===== config.mk =====
export PLATFORM = sky130hd
export DESIGN_NAME = fpu_status_word
export DESIGN_NICKNAME = d
export VERILOG_FILES = /design/src/rtl/fpsw_pkg.sv /design/src/rtl/fpsw_ctrl.sv /design/src/rtl/fpsw_datapath.sv /design/src/rtl/fpu_status_word.sv
export SDC_FILE = /design/constraint.sdc
export NUM_CORES = 1
export LEC_CHECK = 0
export CORE_UTILIZATION = 30
export CTS_BUF_LIST = sky130_fd_sc_hd__clkbuf_2 sky130_fd_sc_hd__clkbuf_4 sky130_fd_sc_hd__clkbuf_8
export DETAILED_ROUTE_END_ITERATION = 7
export PLACE_DENSITY = 0.78
export SETUP_SLACK_MARGIN = 0.4
export SLEW_MARGIN = 20
export SYNTH_ARGS = -nofsm -noshare
export SYNTH_HDL_FRONTEND = slang
export SYNTH_SLANG_ARGS = --single-unit

===== constraint.sdc =====
create_clock -name clk -period 1.09 [get_ports clk]
set_input_delay 0.109 -clock clk [delete_from_list [all_inputs] [get_ports clk]]
set_output_delay 0.109 -clock clk [all_outputs]
set_load 0.1 [all_outputs]

===== src/rtl/fpsw_pkg.sv =====
package fpsw_pkg;
  localparam int NUM_EXC = 6;
  localparam int TOP_W   = 3;
  localparam int CC_W    = 4;
  localparam int WORD_W  = 2 + TOP_W + CC_W + 1 + NUM_EXC;
  // bit positions inside the word
  localparam int BUSY_BIT  = WORD_W - 1;
  localparam int C3_BIT    = WORD_W - 2;
  localparam int TOP_LSB   = C3_BIT - TOP_W;
  localparam int CCLO_LSB  = TOP_LSB - (CC_W - 1);
  localparam int SUM_BIT   = NUM_EXC + 1;
  localparam int FAULT_BIT = NUM_EXC;

  typedef struct packed {
    logic clrAll;
    logic loadAll;
    logic clrExc;
    logic setExc;
    logic wrCc;
    logic wrTop;
    logic setFault;
  } swStrobe_t;
endpackage


===== src/rtl/fpsw_ctrl.sv =====
module fpsw_ctrl
  import fpsw_pkg::*;
(
  input  logic      cmdInit,
  input  logic      cmdLoad,
  input  logic      cmdClear,
  input  logic      cmdSave,
  input  logic      ccWrEn,
  input  logic      topWrEn,
  input  logic      faultSet,
  output swStrobe_t strb
);
  logic higher;
  logic clearing;

  always_comb begin
    higher        = cmdInit || cmdLoad;
    clearing      = cmdClear || cmdSave;
    strb.clrAll   = cmdInit;
    strb.loadAll  = !cmdInit && cmdLoad;
    strb.clrExc   = !higher && clearing;
    strb.setExc   = !higher && !clearing;
    strb.setFault = !higher && !clearing && faultSet;
    strb.wrCc     = !higher && ccWrEn;
    strb.wrTop    = !higher && topWrEn;
  end
endmodule


===== src/rtl/fpsw_datapath.sv =====
module fpsw_datapath
  import fpsw_pkg::*;
(
  input  logic               clk,
  input  logic               rstN,
  input  swStrobe_t          strb,
  input  logic [NUM_EXC-1:0] excPulse,
  input  logic               faultOvf,
  input  logic [CC_W-1:0]    ccWrData,
  input  logic [TOP_W-1:0]   topWrData,
  input  logic [NUM_EXC-1:0] excMask,
  input  logic [WORD_W-1:0]  loadWord,
  output logic [WORD_W-1:0]  statusWord,
  output logic               errorN
);
  logic [NUM_EXC-1:0] excFlags;
  logic               stackFault;
  logic [CC_W-1:0]    ccReg;
  logic [TOP_W-1:0]   topPtr;
  logic               summary;

  for (genvar g = 0; g < NUM_EXC; g++) begin : gFlag
    always_ff @(posedge clk or negedge rstN) begin
      if (!rstN)                          excFlags[g] <= 1'b0;
      else if (strb.clrAll || strb.clrExc) excFlags[g] <= 1'b0;
      else if (strb.loadAll)              excFlags[g] <= loadWord[g];
      else if (strb.setExc && excPulse[g]) excFlags[g] <= 1'b1;
    end
  end

  always_ff @(posedge clk or negedge rstN) begin
    if (!rstN) begin
      stackFault <= 1'b0;
      ccReg      <= '0;
      topPtr     <= '0;
    end else if (strb.clrAll) begin
      stackFault <= 1'b0;
      ccReg      <= '0;
      topPtr     <= '0;
    end else if (strb.loadAll) begin
      stackFault <= loadWord[FAULT_BIT];
      ccReg      <= {loadWord[C3_BIT], loadWord[CCLO_LSB +: CC_W-1]};
      topPtr     <= loadWord[TOP_LSB +: TOP_W];
    end else begin
      if (strb.clrExc)   stackFault <= 1'b0;
      if (strb.setFault) stackFault <= 1'b1;
      if (strb.wrCc)     ccReg <= ccWrData;
      if (strb.setFault) ccReg[1] <= faultOvf;
      if (strb.wrTop)    topPtr <= topWrData;
    end
  end

  always_comb begin
    summary    = |(excFlags & ~excMask);
    statusWord = {summary, ccReg[CC_W-1], topPtr, ccReg[CC_W-2:0],
                  summary, stackFault, excFlags};
    errorN     = ~summary;
  end

  // without clear, init or load, no flag ever drops
  a_r6_sticky: assert property (@(posedge clk) disable iff (!rstN)
    (!strb.clrAll && !strb.clrExc && !strb.loadAll)
      |=> ((excFlags & $past(excFlags)) == $past(excFlags)));
  // clear empties flags and fault even with pulses present
  a_r7_clear_wins: assert property (@(posedge clk) disable iff (!rstN)
    strb.clrExc |=> (excFlags == '0 && !stackFault));
  // load takes the flags from the supplied word
  a_r9_load_flags: assert property (@(posedge clk) disable iff (!rstN)
    strb.loadAll |=> (excFlags == $past(loadWord[NUM_EXC-1:0])));
  // init leaves every stored field zero
  a_r10_init_zero: assert property (@(posedge clk) disable iff (!rstN)
    strb.clrAll |=> (excFlags == '0 && ccReg == '0 && topPtr == '0 && !stackFault));
  // pointer write lands on the next edge
  a_r11_top_write: assert property (@(posedge clk) disable iff (!rstN)
    strb.wrTop |=> (topPtr == $past(topWrData)));
  // a fault report records its direction in C1
  a_r12_fault_dir: assert property (@(posedge clk) disable iff (!rstN)
    strb.setFault |=> (stackFault && ccReg[1] == $past(faultOvf)));
endmodule


===== src/rtl/fpu_status_word.sv =====
module fpu_status_word
  import fpsw_pkg::*;
(
  input  logic        clk,
  input  logic        rstN,
  input  logic [5:0]  excPulse,
  input  logic        faultSet,
  input  logic        faultOvf,
  input  logic        ccWrEn,
  input  logic [3:0]  ccWrData,
  input  logic        topWrEn,
  input  logic [2:0]  topWrData,
  input  logic        cmdInit,
  input  logic        cmdClear,
  input  logic        cmdSave,
  input  logic        cmdLoad,
  input  logic [15:0] loadWord,
  input  logic [5:0]  excMask,
  output logic [15:0] statusWord,
  output logic        errorN
);
  swStrobe_t strb;

  fpsw_ctrl u_ctrl (
    .cmdInit  (cmdInit),
    .cmdLoad  (cmdLoad),
    .cmdClear (cmdClear),
    .cmdSave  (cmdSave),
    .ccWrEn   (ccWrEn),
    .topWrEn  (topWrEn),
    .faultSet (faultSet),
    .strb     (strb)
  );

  fpsw_datapath u_dp (
    .clk        (clk),
    .rstN       (rstN),
    .strb       (strb),
    .excPulse   (excPulse),
    .faultOvf   (faultOvf),
    .ccWrData   (ccWrData),
    .topWrData  (topWrData),
    .excMask    (excMask),
    .loadWord   (loadWord),
    .statusWord (statusWord),
    .errorN     (errorN)
  );

  // error pin low only when the read port shows a summary
  a_r5_pin_matches: assert property (@(posedge clk) disable iff (!rstN)
    (!errorN) |-> statusWord[7]);
endmodule


==> flow_summary.toml <==
[status]
outcome = "finished, violations left"
violations = "negative setup slack"

[synth]
yosysTopAreaCellShare_pct = 45.8
syn_inst = 79
yosysSeqAreaShare_pct = 45.8
ys_types = 23
synth_area_um2 = 764
ys_ff_latch = 14
synth_warnings = 0
synth_area_leaders = "dfrtp_1 (46%), mux2_2 (8.8%), mux2i_1 (7.9%)"
async_flop_share_pct = 100
ys.flop_type = "dfrtp_1"
synth.most_common_cell = "dfrtp_1"
synth_top_cell_by_area = "dfrtp_1"
synth_edf_count = 0
synthTopCellsByCount = "dfrtp_1 (14), nor2_1 (13), inv_1 (7), nand2_1 (7)"
syn_avg_cell_area_um2 = 9.68
syn-num-nets = 124

[clock_network]
htreeDepth = 1
clkTransAtPathRegs_ns = 0.09
cts_tree = "built"
cts_num_sinks = 14
numCtsBuffers = 3
max-clock-path-buffers = 2
clk-insertion-delay-late_ns = 0.27
cts_root_buffer = "clkbuf_4"

[setup_path]
worstSetupStartpointType = "flip-flop"
crit_path_top_delay_cell = "dfrtp_4"
required_ns = 0.98
cp_num_buf_inv = 2
crit_chain = "inv_2, o22ai_2, or3_4, buf_12"
cp_max_fo = 2
crit_family = "flip-flops"
crit_arrival_ns = 1.50
end_kind = "output pin"
critical_path_class = "flip-flop to output pin"
slowest_delay_ns = 0.49

[route]
wl_per_cell_um = 15.2
dr_total_vias = 917
viasPerCell = 4.90
drcViolationCount = 0
drt-initial-drc-count = 8
drtAntennaViolNets = 0
wirelength_um = 2840
first_pass_iters = 4

[grt]
grt_usage_pct = 21.9
grt_overflow = 0
antenna_found_initial = 0
grt_start_max_net_pins = 15
grt_pass1_vias = 918
grt_pass1_wl_um = 4260

[final_layout]
syn2layout_area_growth_pct = 152
drive_gt1_share_pct = 58.5
nets = 205
finalCoreUtilization_pct = 83.9
n_fill_cell = 129
stdcell_count = 187
area.sequential_um2 = 399
multi_input_area_um2 = 487
diodes = 0

[min_path]
hold_path_class = "primary input to async pin"

[placed_design]
portBuffers = 59
numPlacedInstances = 176
gp_congestion = 0.680
dp.final_hpwl_um = 2050
place_ws_ns = -0.480

[timing]
min_period_over_period_pct = 148
fin_crit_ns = 1.61
slew_headroom_pct = 78.4
worstMarginPinSlew_ns = 0.323
fmax_mhz = 620
layout_setup_ws_ns = -0.523
finalMaxSlewViolations = 0
finalClockSkew_ns = 0
hold_violations = 0
finalSetupTns_ns = -2.31
setup-violations-final = 9
rsz0062_at_grt = "yes"
worst_hold_slack_ns = 0.136

[floorplan]
num_rows = 17
initial_core_util_pct = 33.3
io_pins = 62
die_w_um = 52.5
core_area_mm2 = 0.00230
die_y_um = 52.5
dieArea_mm2 = 0.00275

[job]
max_cap_violations = 0

[pwr]
power.density_mw_per_mm2 = 1040
ir_worst_vdd_v = 0.000770
p_leak_nw = 0.822
-- state kept, by name, summed over array words and instances, names as in the netlist --
signal           flops
u_dp.statusWord      6
u_dp.ccReg           4
u_dp.topPtr          3
u_dp.stackFault      1
-- cells by family after synthesis --
| family | count (synthesis) | synth area share, % |
|---|---|---|
| mux | 12 | 16.7 |
| buf+inv | 12 | 8.51 |
| simple gates | 28 | 18.0 |
| flops | 14 | 45.8 |
| compound gates | 13 | 11.0 |
-- final cells by class --
| type | count | share of cell area, % |
|---|---|---|
| repair buffers | 81 | 49.0 |
| multi-input cells | 53 | 25.3 |
| flip-flops and latches | 14 | 20.7 |
| clock buffers | 4 | 1.88 |
| well taps | 28 | 1.82 |
| inverters | 7 | 1.36 |
-- where the power goes --
| group | switching, mW | leakage (nW) | internal (mW) |
|---|---|---|---|
| clock network | 0.167 | 0.0210 | 0.203 |
| registers | 0.0353 | 0.164 | 0.570 |
| logic | 0.550 | 0.637 | 0.475 |
| total | 0.753 | 0.822 | 1.25 |
-- routing by layer --
layer,wire length [um],global-route usage (%),up-vias
met5,0,0,-
met4,38,8.33,0
met3,257,5.51,4
met2,1480,41.8,57
met1,1060,22.4,428
li1,-,-,428
-- final timing paths --
path | from | to | slack, ns | depth (start not counted)
setup / recovery | u_dp.statusWord[1]$_DFFE_PN0P_ | statusWord[7] | -0.52 | 4
hold / removal | rstN | u_dp.topPtr[1]$_DFFE_PN0P_ | 0.14 | 2
setup reg to reg | u_dp.ccReg[3]$_DFFE_PN0P_ | u_dp.ccReg[3]$_DFFE_PN0P_ | 0.02 | 3
hold reg to reg | u_dp.stackFault$_DFFE_PN0P_ | u_dp.stackFault$_DFFE_PN0P_ | 0.70 | 3
max in group asynchronous | rstN | u_dp.statusWord[2]$_DFFE_PN0P_ | 0.76 | 2
min in group clk | cmdInit | u_dp.topPtr[1]$_DFFE_PN0P_ | 0.14 | 3
-- layout by cell type (no fill, tap or decap) --
master           Yosys  layout
nor2_4               0       7
o2bb2ai_1            1       1
mux2_4               0       6
nor2_1              13       6
o21ai_1              6       5
o21ai_2              1       2
buf_4                3      12
nor4_2               0       1
or4b_4               0       1
clkdlybuf4s50_1      0      36
buf_12               0      17
a221oi_2             0       1
o311ai_2             0       1
buf_6                1      11
nand2b_1             1       1
dfrtp_4              0      13
dfrtp_1             14       1
nor3b_1              1       1
nand2_1              7       7
or4_4                1       1
mux2i_1              6       6
o22ai_2              0       3
clkbuf_8             0       1
clkbuf_4             0       3
inv_1                7       1
nor3_4               0       1
clkbuf_2             0       1
and2b_4              1       1
or3_4                0       1
buf_2                1       3
dlygate4sd2_1        0       1
inv_2                0       6
-- stage by stage --
step                      power, mW  area [um^2]
after floorplan                1.12          858
after global placement         1.54         1710
after detailed placement       1.55         1710
after CTS                      1.98         1850
after global routing           2.07         1930
final                          2.00         1930
-- what timing repair did --
action                                  4_1_cts  5_1_grt
pin swaps                                    10        9
resized for setup                            47       13
endpoints found under the setup margin       31       31
gates cloned                                  1        0
buffers inserted                              2        4
hold buffers                                  0        0
(Power assumes the default switching activity.)
